$ cat src/rtl/irq_acc_pkg.sv
package irq_acc_pkg;
  localparam int LVL_W  = 4;
  localparam int ALVL_W = LVL_W + 1;
  localparam int FIELDS_PER_REG = 4;
  localparam int REG_DW = FIELDS_PER_REG * LVL_W;
  localparam int NMI_IDX = 0;
  localparam int BRK_IDX = 1;
  localparam int DBG_IDX = 2;
  localparam int N_FIXED = 3;
  localparam logic [ALVL_W-1:0] NMI_LVL = ALVL_W'(16);
  localparam logic [ALVL_W-1:0] FIX_LVL = ALVL_W'(15);
  localparam logic [LVL_W-1:0]  NMI_LOAD_MASK = LVL_W'(15);
endpackage

$ cat src/rtl/irq_prio_regs.sv
module irq_prio_regs
  import irq_acc_pkg::*;
#(
  parameter int N_PROG = 16,
  parameter int AW     = 2
) (
  input  logic                          clk_i,
  input  logic                          rst_ni,
  input  logic                          we_i,
  input  logic [AW-1:0]                 addr_i,
  input  logic [REG_DW-1:0]             wdata_i,
  output logic [N_PROG-1:0][LVL_W-1:0]  lvl_o
);
  for (genvar g = 0; g < N_PROG; g++) begin : g_fld
    localparam logic [AW-1:0] REG_A = AW'(g / FIELDS_PER_REG);
    localparam int            LSB   = (g % FIELDS_PER_REG) * LVL_W;
    always_ff @(posedge clk_i or negedge rst_ni) begin
      if (!rst_ni)                      lvl_o[g] <= '0;
      else if (we_i && addr_i == REG_A) lvl_o[g] <= wdata_i[LSB +: LVL_W];
    end
  end

  AST_FIELD0_WRITE: assert property (@(posedge clk_i) disable iff (!rst_ni)
    (we_i && addr_i == '0) |=> lvl_o[0] == $past(wdata_i[LVL_W-1:0]));
endmodule

$ cat src/rtl/irq_nmi_latch.sv
module irq_nmi_latch (
  input  logic clk_i,
  input  logic rst_ni,
  input  logic nmi_i,
  input  logic clr_i,
  output logic pend_o
);
  logic nmi_q;
  logic rise;

  assign rise = nmi_i & ~nmi_q;

  always_ff @(posedge clk_i or negedge rst_ni) begin
    if (!rst_ni) begin
      nmi_q  <= 1'b0;
      pend_o <= 1'b0;
    end else begin
      nmi_q <= nmi_i;
      if (rise)       pend_o <= 1'b1;   // new edge beats a clear
      else if (clr_i) pend_o <= 1'b0;
    end
  end

  AST_NMI_EDGE_LATCH: assert property (@(posedge clk_i) disable iff (!rst_ni)
    (nmi_i && !nmi_q) |=> pend_o);
  AST_NMI_NO_RELATCH: assert property (@(posedge clk_i) disable iff (!rst_ni)
    (!pend_o && nmi_q && nmi_i) |=> !pend_o);
endmodule

$ cat src/rtl/irq_arbiter.sv
module irq_arbiter
  import irq_acc_pkg::*;
#(
  parameter int N_SRC = 19,
  parameter int VEC_W = 5
) (
  input  logic [N_SRC-1:0]              req_i,
  input  logic [N_SRC-1:0][ALVL_W-1:0]  lvl_i,
  output logic                          win_valid_o,
  output logic [VEC_W-1:0]              win_idx_o,
  output logic [ALVL_W-1:0]             win_lvl_o
);
  // strict compare keeps the lowest index on ties; level 0 never wins
  always_comb begin
    win_valid_o = 1'b0;
    win_idx_o   = '0;
    win_lvl_o   = '0;
    for (int i = 0; i < N_SRC; i++) begin
      if (req_i[i] && lvl_i[i] > win_lvl_o) begin
        win_valid_o = 1'b1;
        win_idx_o   = VEC_W'(i);
        win_lvl_o   = lvl_i[i];
      end
    end
  end
endmodule

$ cat src/rtl/irq_accept_ctrl.sv
module irq_accept_ctrl
  import irq_acc_pkg::*;
#(
  parameter int N_IRQ = 8,
  parameter int N_PER = 8,
  localparam int N_PROG = N_IRQ + N_PER,
  localparam int N_SRC  = N_FIXED + N_PROG,
  localparam int VEC_W  = $clog2(N_SRC),
  localparam int N_REG  = (N_PROG + FIELDS_PER_REG - 1) / FIELDS_PER_REG,
  localparam int RA_W   = (N_REG > 1) ? $clog2(N_REG) : 1
) (
  input  logic              clk_i,
  input  logic              rst_ni,
  input  logic              nmi_i,
  input  logic              brk_req_i,
  input  logic              dbg_req_i,
  input  logic [N_IRQ-1:0]  irq_i,
  input  logic [N_PER-1:0]  per_req_i,
  input  logic [LVL_W-1:0]  mask_i,
  input  logic              reg_we_i,
  input  logic [RA_W-1:0]   reg_addr_i,
  input  logic [REG_DW-1:0] reg_wdata_i,
  input  logic              ack_i,
  output logic              accept_o,
  output logic [VEC_W-1:0]  vec_o,
  output logic [LVL_W-1:0]  new_mask_o
);
  logic [N_PROG-1:0][LVL_W-1:0] prog_lvl;
  logic [N_SRC-1:0]             req;
  logic [N_SRC-1:0][ALVL_W-1:0] lvl;
  logic                         nmi_pend;
  logic                         nmi_clr;
  logic                         win_valid;
  logic [VEC_W-1:0]             win_idx;
  logic [ALVL_W-1:0]            win_lvl;
  logic                         take;
  logic                         ack_hit;

  irq_prio_regs #(.N_PROG(N_PROG), .AW(RA_W)) u_regs (
    .clk_i  (clk_i),
    .rst_ni (rst_ni),
    .we_i   (reg_we_i),
    .addr_i (reg_addr_i),
    .wdata_i(reg_wdata_i),
    .lvl_o  (prog_lvl)
  );

  irq_nmi_latch u_nmi (
    .clk_i (clk_i),
    .rst_ni(rst_ni),
    .nmi_i (nmi_i),
    .clr_i (nmi_clr),
    .pend_o(nmi_pend)
  );

  always_comb begin
    req[NMI_IDX] = nmi_pend;
    req[BRK_IDX] = brk_req_i;
    req[DBG_IDX] = dbg_req_i;
    lvl[NMI_IDX] = NMI_LVL;
    lvl[BRK_IDX] = FIX_LVL;
    lvl[DBG_IDX] = FIX_LVL;
  end

  for (genvar g = 0; g < N_PROG; g++) begin : g_src
    if (g < N_IRQ) begin : g_irq
      assign req[N_FIXED+g] = irq_i[g];
    end else begin : g_per
      assign req[N_FIXED+g] = per_req_i[g-N_IRQ];
    end
    assign lvl[N_FIXED+g] = {1'b0, prog_lvl[g]};
  end

  irq_arbiter #(.N_SRC(N_SRC), .VEC_W(VEC_W)) u_arb (
    .req_i      (req),
    .lvl_i      (lvl),
    .win_valid_o(win_valid),
    .win_idx_o  (win_idx),
    .win_lvl_o  (win_lvl)
  );

  assign take    = !accept_o && win_valid && (win_lvl > {1'b0, mask_i});
  assign ack_hit = accept_o && ack_i;
  assign nmi_clr = ack_hit && (vec_o == VEC_W'(NMI_IDX));

  always_ff @(posedge clk_i or negedge rst_ni) begin
    if (!rst_ni) begin
      accept_o   <= 1'b0;
      vec_o      <= '0;
      new_mask_o <= '0;
    end else if (ack_hit) begin
      accept_o <= 1'b0;
    end else if (take) begin
      accept_o   <= 1'b1;
      vec_o      <= win_idx;
      new_mask_o <= win_lvl[ALVL_W-1] ? NMI_LOAD_MASK : win_lvl[LVL_W-1:0];
    end
  end

  AST_HOLD_UNTIL_ACK: assert property (@(posedge clk_i) disable iff (!rst_ni)
    (accept_o && !ack_i) |=> (accept_o && $stable(vec_o) && $stable(new_mask_o)));
  AST_GAP_AFTER_ACK: assert property (@(posedge clk_i) disable iff (!rst_ni)
    (accept_o && ack_i) |=> !accept_o);
  AST_NMI_LOADS_15: assert property (@(posedge clk_i) disable iff (!rst_ni)
    ($rose(accept_o) && vec_o == '0) |-> new_mask_o == LVL_W'(15));
  AST_ABOVE_MASK: assert property (@(posedge clk_i) disable iff (!rst_ni)
    ($rose(accept_o) && vec_o != '0) |-> new_mask_o > $past(mask_i));
  AST_NO_LEVEL_ZERO: assert property (@(posedge clk_i) disable iff (!rst_ni)
    $rose(accept_o) |-> new_mask_o != '0);
  AST_FIXED_LEVEL: assert property (@(posedge clk_i) disable iff (!rst_ni)
    ($rose(accept_o) && (vec_o == VEC_W'(BRK_IDX) || vec_o == VEC_W'(DBG_IDX)))
      |-> new_mask_o == LVL_W'(15));
endmodule

$ cat config.mk
export PLATFORM = sky130hd
export DESIGN_NAME = irq_accept_ctrl
export DESIGN_NICKNAME = d
export VERILOG_FILES = /design/src/rtl/irq_acc_pkg.sv /design/src/rtl/irq_prio_regs.sv /design/src/rtl/irq_nmi_latch.sv /design/src/rtl/irq_arbiter.sv /design/src/rtl/irq_accept_ctrl.sv
export SDC_FILE = /design/constraint.sdc
export NUM_CORES = 1
export LEC_CHECK = 0
export ABC_AREA = 1
export BUFFER_PORTS_ARGS = -buffer_cell sky130_fd_sc_hd__buf_2
export CORE_MARGIN = 2
export CORE_UTILIZATION = 59
export DETAILED_ROUTE_END_ITERATION = 7
export MAX_ROUTING_LAYER = met4
export PLACE_DENSITY = 0.78
export SYNTH_ARGS = -nofsm -noshare
export SYNTH_HDL_FRONTEND = slang
export SYNTH_SLANG_ARGS = --single-unit
export TNS_END_PERCENT = 5
$ cat constraint.sdc
create_clock -name clk_i -period 23.9 [get_ports clk_i]
set_clock_uncertainty 0.1 [all_clocks]
set_input_delay 2.39 -clock clk_i [delete_from_list [all_inputs] [get_ports clk_i]]
set_output_delay 2.39 -clock clk_i [all_outputs]
set_load 0.02 [all_outputs]
# After elaboration in Yosys (flattened, before gate mapping)
# Index checks and enable logic that the tools add are counted.
[op_classes]
addsub = 0
mul = 0
div = 0
magnitude_cmp = 19
n_eq_ne = 3
n_shift = 0
muxes = 61
bitwise = 3
reduce_logical = 32
[ops]
columns = ["operator", "count"]
rows = [
  ["5-bit 2-to-1 mux", 22],
  ["4-bit by 5-bit > comparator with 1-bit output", 16],
  ["4-bit 2-to-1 mux", 9],
  ["1-bit logical AND", 26],
  ["1-bit 2-to-1 mux", 24],
  ["3-bit 2-to-1 mux", 4],
  ["4-bit by 5-bit > comparator with 1-bit output (first input constant)", 2],
  ["5-bit by 4-bit > comparator with 1-bit output", 1],
  ["5-bit logical NOT", 1],
  ["2-bit equality test (second input constant)", 2],
  ["2-bit 2-to-1 mux", 2],
  ["2-bit nonzero test", 2],
  ["2-bit by 1-bit equality test with 1-bit output (second input constant)", 1],
  ["2-bit logical NOT", 1],
  ["1-bit NOT", 2],
  ["2-bit AND reduction", 1],
  ["1-bit AND", 1],
  ["1-bit logical NOT", 1],
]
[totals]
reg_bits = 76
latchBits = 0
mem_bits_rw = 0
rom_bits = 0
inputBits = 45
word_cells = 139
n_memories = 0

# Depth between registers and ports, before layout
[logic_depth]
ltp_word = 59
ltp_mapped = 163

# Cells and area by module
# From an unflattened synthesis, not the netlist that was laid out.
[unflattened]
hier_cells = 1156
hier_area_um2 = 7838.8
[modules_own_cells]
columns = ["mod", "n_inst", "cells_each", "area_each_um2", "seq_area_each_um2"]
rows = [
  ["irq_arbiter", 1, 789, 4574.4, 0.0],
  ["irq_prio_regs", 1, 285, 2611.3, 1601.5],
  ["irq_accept_ctrl", 1, 75, 584.3, 250.2],
  ["irq_nmi_latch", 1, 7, 68.8, 50.0],
]

# Worst setup path after synthesis
# No wires, ideal clock.
[synth_path]
path_kind = "input port to flip-flop"
from = "input brk_req_i"
to = "register vec_o[3]"
arrival_time_ns = 19.090
t_required_ns = 23.682
slack_ns = 4.592
stages = 146
n_path_buf = 2
cell_sequence = "o21ai_2 > inv_1 > ha_1 > or2_1 > nand2_1 > nand2_2 > o21ai_0 > ha_1 > nand3_1 > inv_1 > nand3_1 > nor2_2 > nor2_4 > nand2_4 > o21ai_0 > ha_1 > nand3_1 > inv_1 > [... 110 more ...] > nor2_1 > a21oi_1 > o31ai_1 > nand3_1 > inv_1 > nand2_1 > nand2_1 > ha_1 > nand2_1 > o21ai_0 > nand2_1 > nand2_1 > nand2_1 > a21oi_1 > nand2_4 > buf_8 > nand2_1 > o21ai_2"
[synth_between]
elab_chain_cells = 56
elab_cells_between_ends = 86
[synth_lines]
columns = ["element", "line", "source"]
rows = [
  ["start, declared", "irq_accept_ctrl.sv:15", "input logic brk_req_i,"],
  ["1-bit logical AND *", "irq_arbiter.sv:19", "if (req_i[i] && lvl_i[i] > win_lvl_o) begin"],
  ["5-bit 2-to-1 mux", "irq_arbiter.sv:19", ""],
  ["4-bit by 5-bit > comparator with 1-bit output", "irq_arbiter.sv:19", ""],
  ["1-bit logical AND", "irq_arbiter.sv:19", ""],
  ["5-bit 2-to-1 mux", "irq_arbiter.sv:19", ""],
  ["4-bit by 5-bit > comparator with 1-bit output", "irq_arbiter.sv:19", ""],
  ["1-bit logical AND", "irq_arbiter.sv:19", ""],
  ["5-bit 2-to-1 mux", "irq_arbiter.sv:19", ""],
  ["[... 40 more ...]", "-", ""],
  ["1-bit logical AND", "irq_arbiter.sv:19", ""],
  ["5-bit 2-to-1 mux", "irq_arbiter.sv:19", ""],
  ["4-bit by 5-bit > comparator with 1-bit output", "irq_arbiter.sv:19", ""],
  ["1-bit logical AND", "irq_arbiter.sv:19", ""],
  ["5-bit 2-to-1 mux or 1-bit 2-to-1 mux (tied branches)", "irq_arbiter.sv:19", ""],
  ["5-bit by 4-bit > comparator with 1-bit output or 1-bit logical AND (tied branches)", "irq_accept_ctrl.sv:82", "assign take = !accept_o && win_valid && (win_lvl > {1'b0, mask_i});"],
  ["1-bit logical AND", "irq_accept_ctrl.sv:82", ""],
  ["2-bit AND reduction (no source line)", "-", ""],
  ["end signal, assigned", "irq_accept_ctrl.sv:95", "vec_o <= win_idx;"],
  ["end, declared", "irq_accept_ctrl.sv:25", "output logic [VEC_W-1:0] vec_o,"],
]
# Every way passes the cells marked *; elsewhere a longest branch is shown, timed or not.
# A chain may end at the register's enable or synchronous reset.

# Worst setup path in the final report
[layout_path]
from = "input brk_req_i"
to = "register vec_o[0]"
# Same word-level chain as after synthesis.

==> impl_metrics.tcl <==
set metrics [dict create \
    dieArea_um2 11600 \
    synth_mux_area_share_pct 0 \
    synth_compound_area_share_pct 12.32 \
    fin_crit_sh_pct 89.88 \
    cpMostUsedCell "nand3_1" \
    max_freq_mhz 46.55 \
    wl_met2_um 6557 \
    yosysMostFrequentCell "nand2_1" \
    cts_hold_buf 0 \
    hold_viol_final 0 \
    grt_antenna_before_repair 1 \
    synthCells 887 \
    grt_max_degree 77 \
    cts_max_path_buffers 2 \
    path_delay_family "simple AND/OR/NAND/NOR gates" \
    maxSlewViolCount 0 \
    route.detailed.drc 0 \
    synth_top_area_share_pct 29.97 \
    synth_async_sr_flop_share_pct 100.0 \
    insertion_delay_ps 350 \
    dp_hpwl_um 11010 \
    synth-edff-count 0 \
    drtIter0Drc 337 \
    ioPinCount 55 \
    synth_top_family_by_area "simple AND/OR/NAND/NOR gates" \
    syn2layout_area_growth_pct 8.598 \
    yosysUniqueCellTypes 35 \
    port_buffers 54 \
    wl_per_cell_um 13.38 \
    cp-start-kind "input pin" \
    post_cts_resized 0 \
    highest_layer "met4" \
    grt_overflow 0 \
    htreeDepth 3 \
    status "finished, final reports clean" \
    cts_made_buffers 9 \
    final.min_clock_period_ps 21480 \
    max_slew_margin_pct 29.51 \
    ys_top_cells_by_count "197 x nand2_1, 158 x inv_1, 118 x o21ai_0" \
    cp-end-kind "register" \
    synth-simple-area-share_pct 36.44 \
    finalSetupViolCount 0 \
    drive_gt1_share_pct 19.51 \
    slowest_stage "o31ai_1" \
    chipWidth_um 107.7 \
    maxCapViolCount 0 \
    critical_path_class "in2reg" \
    initial_core_util_pct 61.18 \
    post_layout_nonfiller_instances 1075 \
    core.rowCount 37 \
    layout.nets 1029 \
    synth_xor_area_share_pct 0 \
    cts_sinks 76 \
    synthesis.nets 983 \
    yosys-top-cells-area "dfrtp_1 30%, nand2_1 12%, ha_1 10%" \
    post-cts-setup-buffer-count 0 \
    grt_util_all_layers_pct 27.20 \
    critPathMaxFanout 11 \
    synth_flop_cell "dfrtp_1" \
    cts_tree "built" \
    synth_seq_cells 76 \
    synth_fa_ha_area_share_pct 10.06 \
    cts.clk_slew.worst_paths_ps 80 \
    syn_area_um2 6345 \
    cp_num_buf_inv 18 \
    synth_warnings 0 \
    worstPathRequired_ps 24070 \
    ys_seq_area_share_pct 29.97 \
    core-area_um2 10370 \
    yosysTopAreaCell "dfrtp_1" \
    tightest_slew_ps 1054 \
    syn_area_per_cell_um2 7.153 \
    vias 5655 \
    cp.arrival_ps 21650 \
    place_congestion 0.8140 \
    grt_pass1_vias 5184 \
    wirelength_um 14380 \
    ant_nets 0 \
    cp_slowest_stage_delay_ps 350 \
    die_h_um 107.7 \
    met3_length_um 682 \
    dr.pass1.iters 5 \
    hold_path_class "reg2reg" \
    root_buffer "clkbuf_8" \
    wl_met1_um 6961 \
    dp.cells 1058 \
    grt_pass1_wl_um 24320 \
    drt-vias-per-instance 5.260 \
]
registers in the layout, summed over array words and instances (netlist names):
signal and count:
vec_o 5, u_nmi.nmi_q 1, u_nmi.pend_o 1, u_regs.lvl_o 64, new_mask_o 4, accept_o 1
area by class of cell:
class / count / area, um2
antenna: 1 / 2.502
multi-input combinational: 631 / 3737
timing repair buffer: 54 / 272.8
fill: 944 / 3480
clock inverter: 6 / 63.81
tap: 136 / 170.2
clock buffer: 10 / 137.6
inverter: 161 / 604.3
sequential: 76 / 1902
layer usage:
layer | track usage, % | up-vias
met5 | - | -
met4 | 6.044 | 0
met3 | 3.450 | 23
met2 | 42.32 | 143
met1 | 38.30 | 2535
li1 | - | 2954
per-stage QoR:
step	hold WS, ps	setup WS (ps)	setup TNS (ps)	utilization, %	instance area [um2]
final	334.9	2420	0	66.45	6890
after floorplan	309.6	4592	0	-	6345
after global routing	362.3	-31.46	-61.87	66.45	6890
after detailed placement	324.5	1953	0	64.43	6681
after CTS	335.4	2250	0	66.37	6883
after global placement	315.2	2148	0	64.43	6681
cell families after synthesis:
family                     after synthesis
and+or+nand+nor                        431
DFF                                     76
buffers and inverters                  180
AOI/OAI and AO/OA                      149
adders and majority gates               51
worst paths after layout:
kind                                    from          endpoint  slack [ps]  depth (start not counted)
worst max-delay path               brk_req_i          vec_o[0]        2420                        142
worst min-delay path             u_nmi.nmi_q      u_nmi.pend_o         330                          1
worst max register to register  u_nmi.pend_o          vec_o[0]        3500                        142
worst min register to register   u_nmi.nmi_q      u_nmi.pend_o         330                          1
max in group asynchronous             rst_ni  u_regs.lvl_o[39]       21010                          1
min in group asynchronous             rst_ni     new_mask_o[3]        2060                          1
placed cells by master (no fill, tap or decap), types with 3 or more instances in the layout:
cell      count
a21oi_1       8
nor2_4       15
buf_2        53
ha_1         51
nand2_2      43
inv_1       158
o21ai_2       3
inv_2         3
nand4_1      18
dfrtp_1      76
clkbuf_8     10
nand2_4      13
nand3_1      87
o21bai_1      7
nor2_2       12
nand2_1     197
o21ai_1      13
o21ai_0     115
nor2_1       14
nand3_2      21
Power is left out: the tool's default activity adds up to more than one toggle a clock period on the data nets, which glitch-free logic cannot reach.
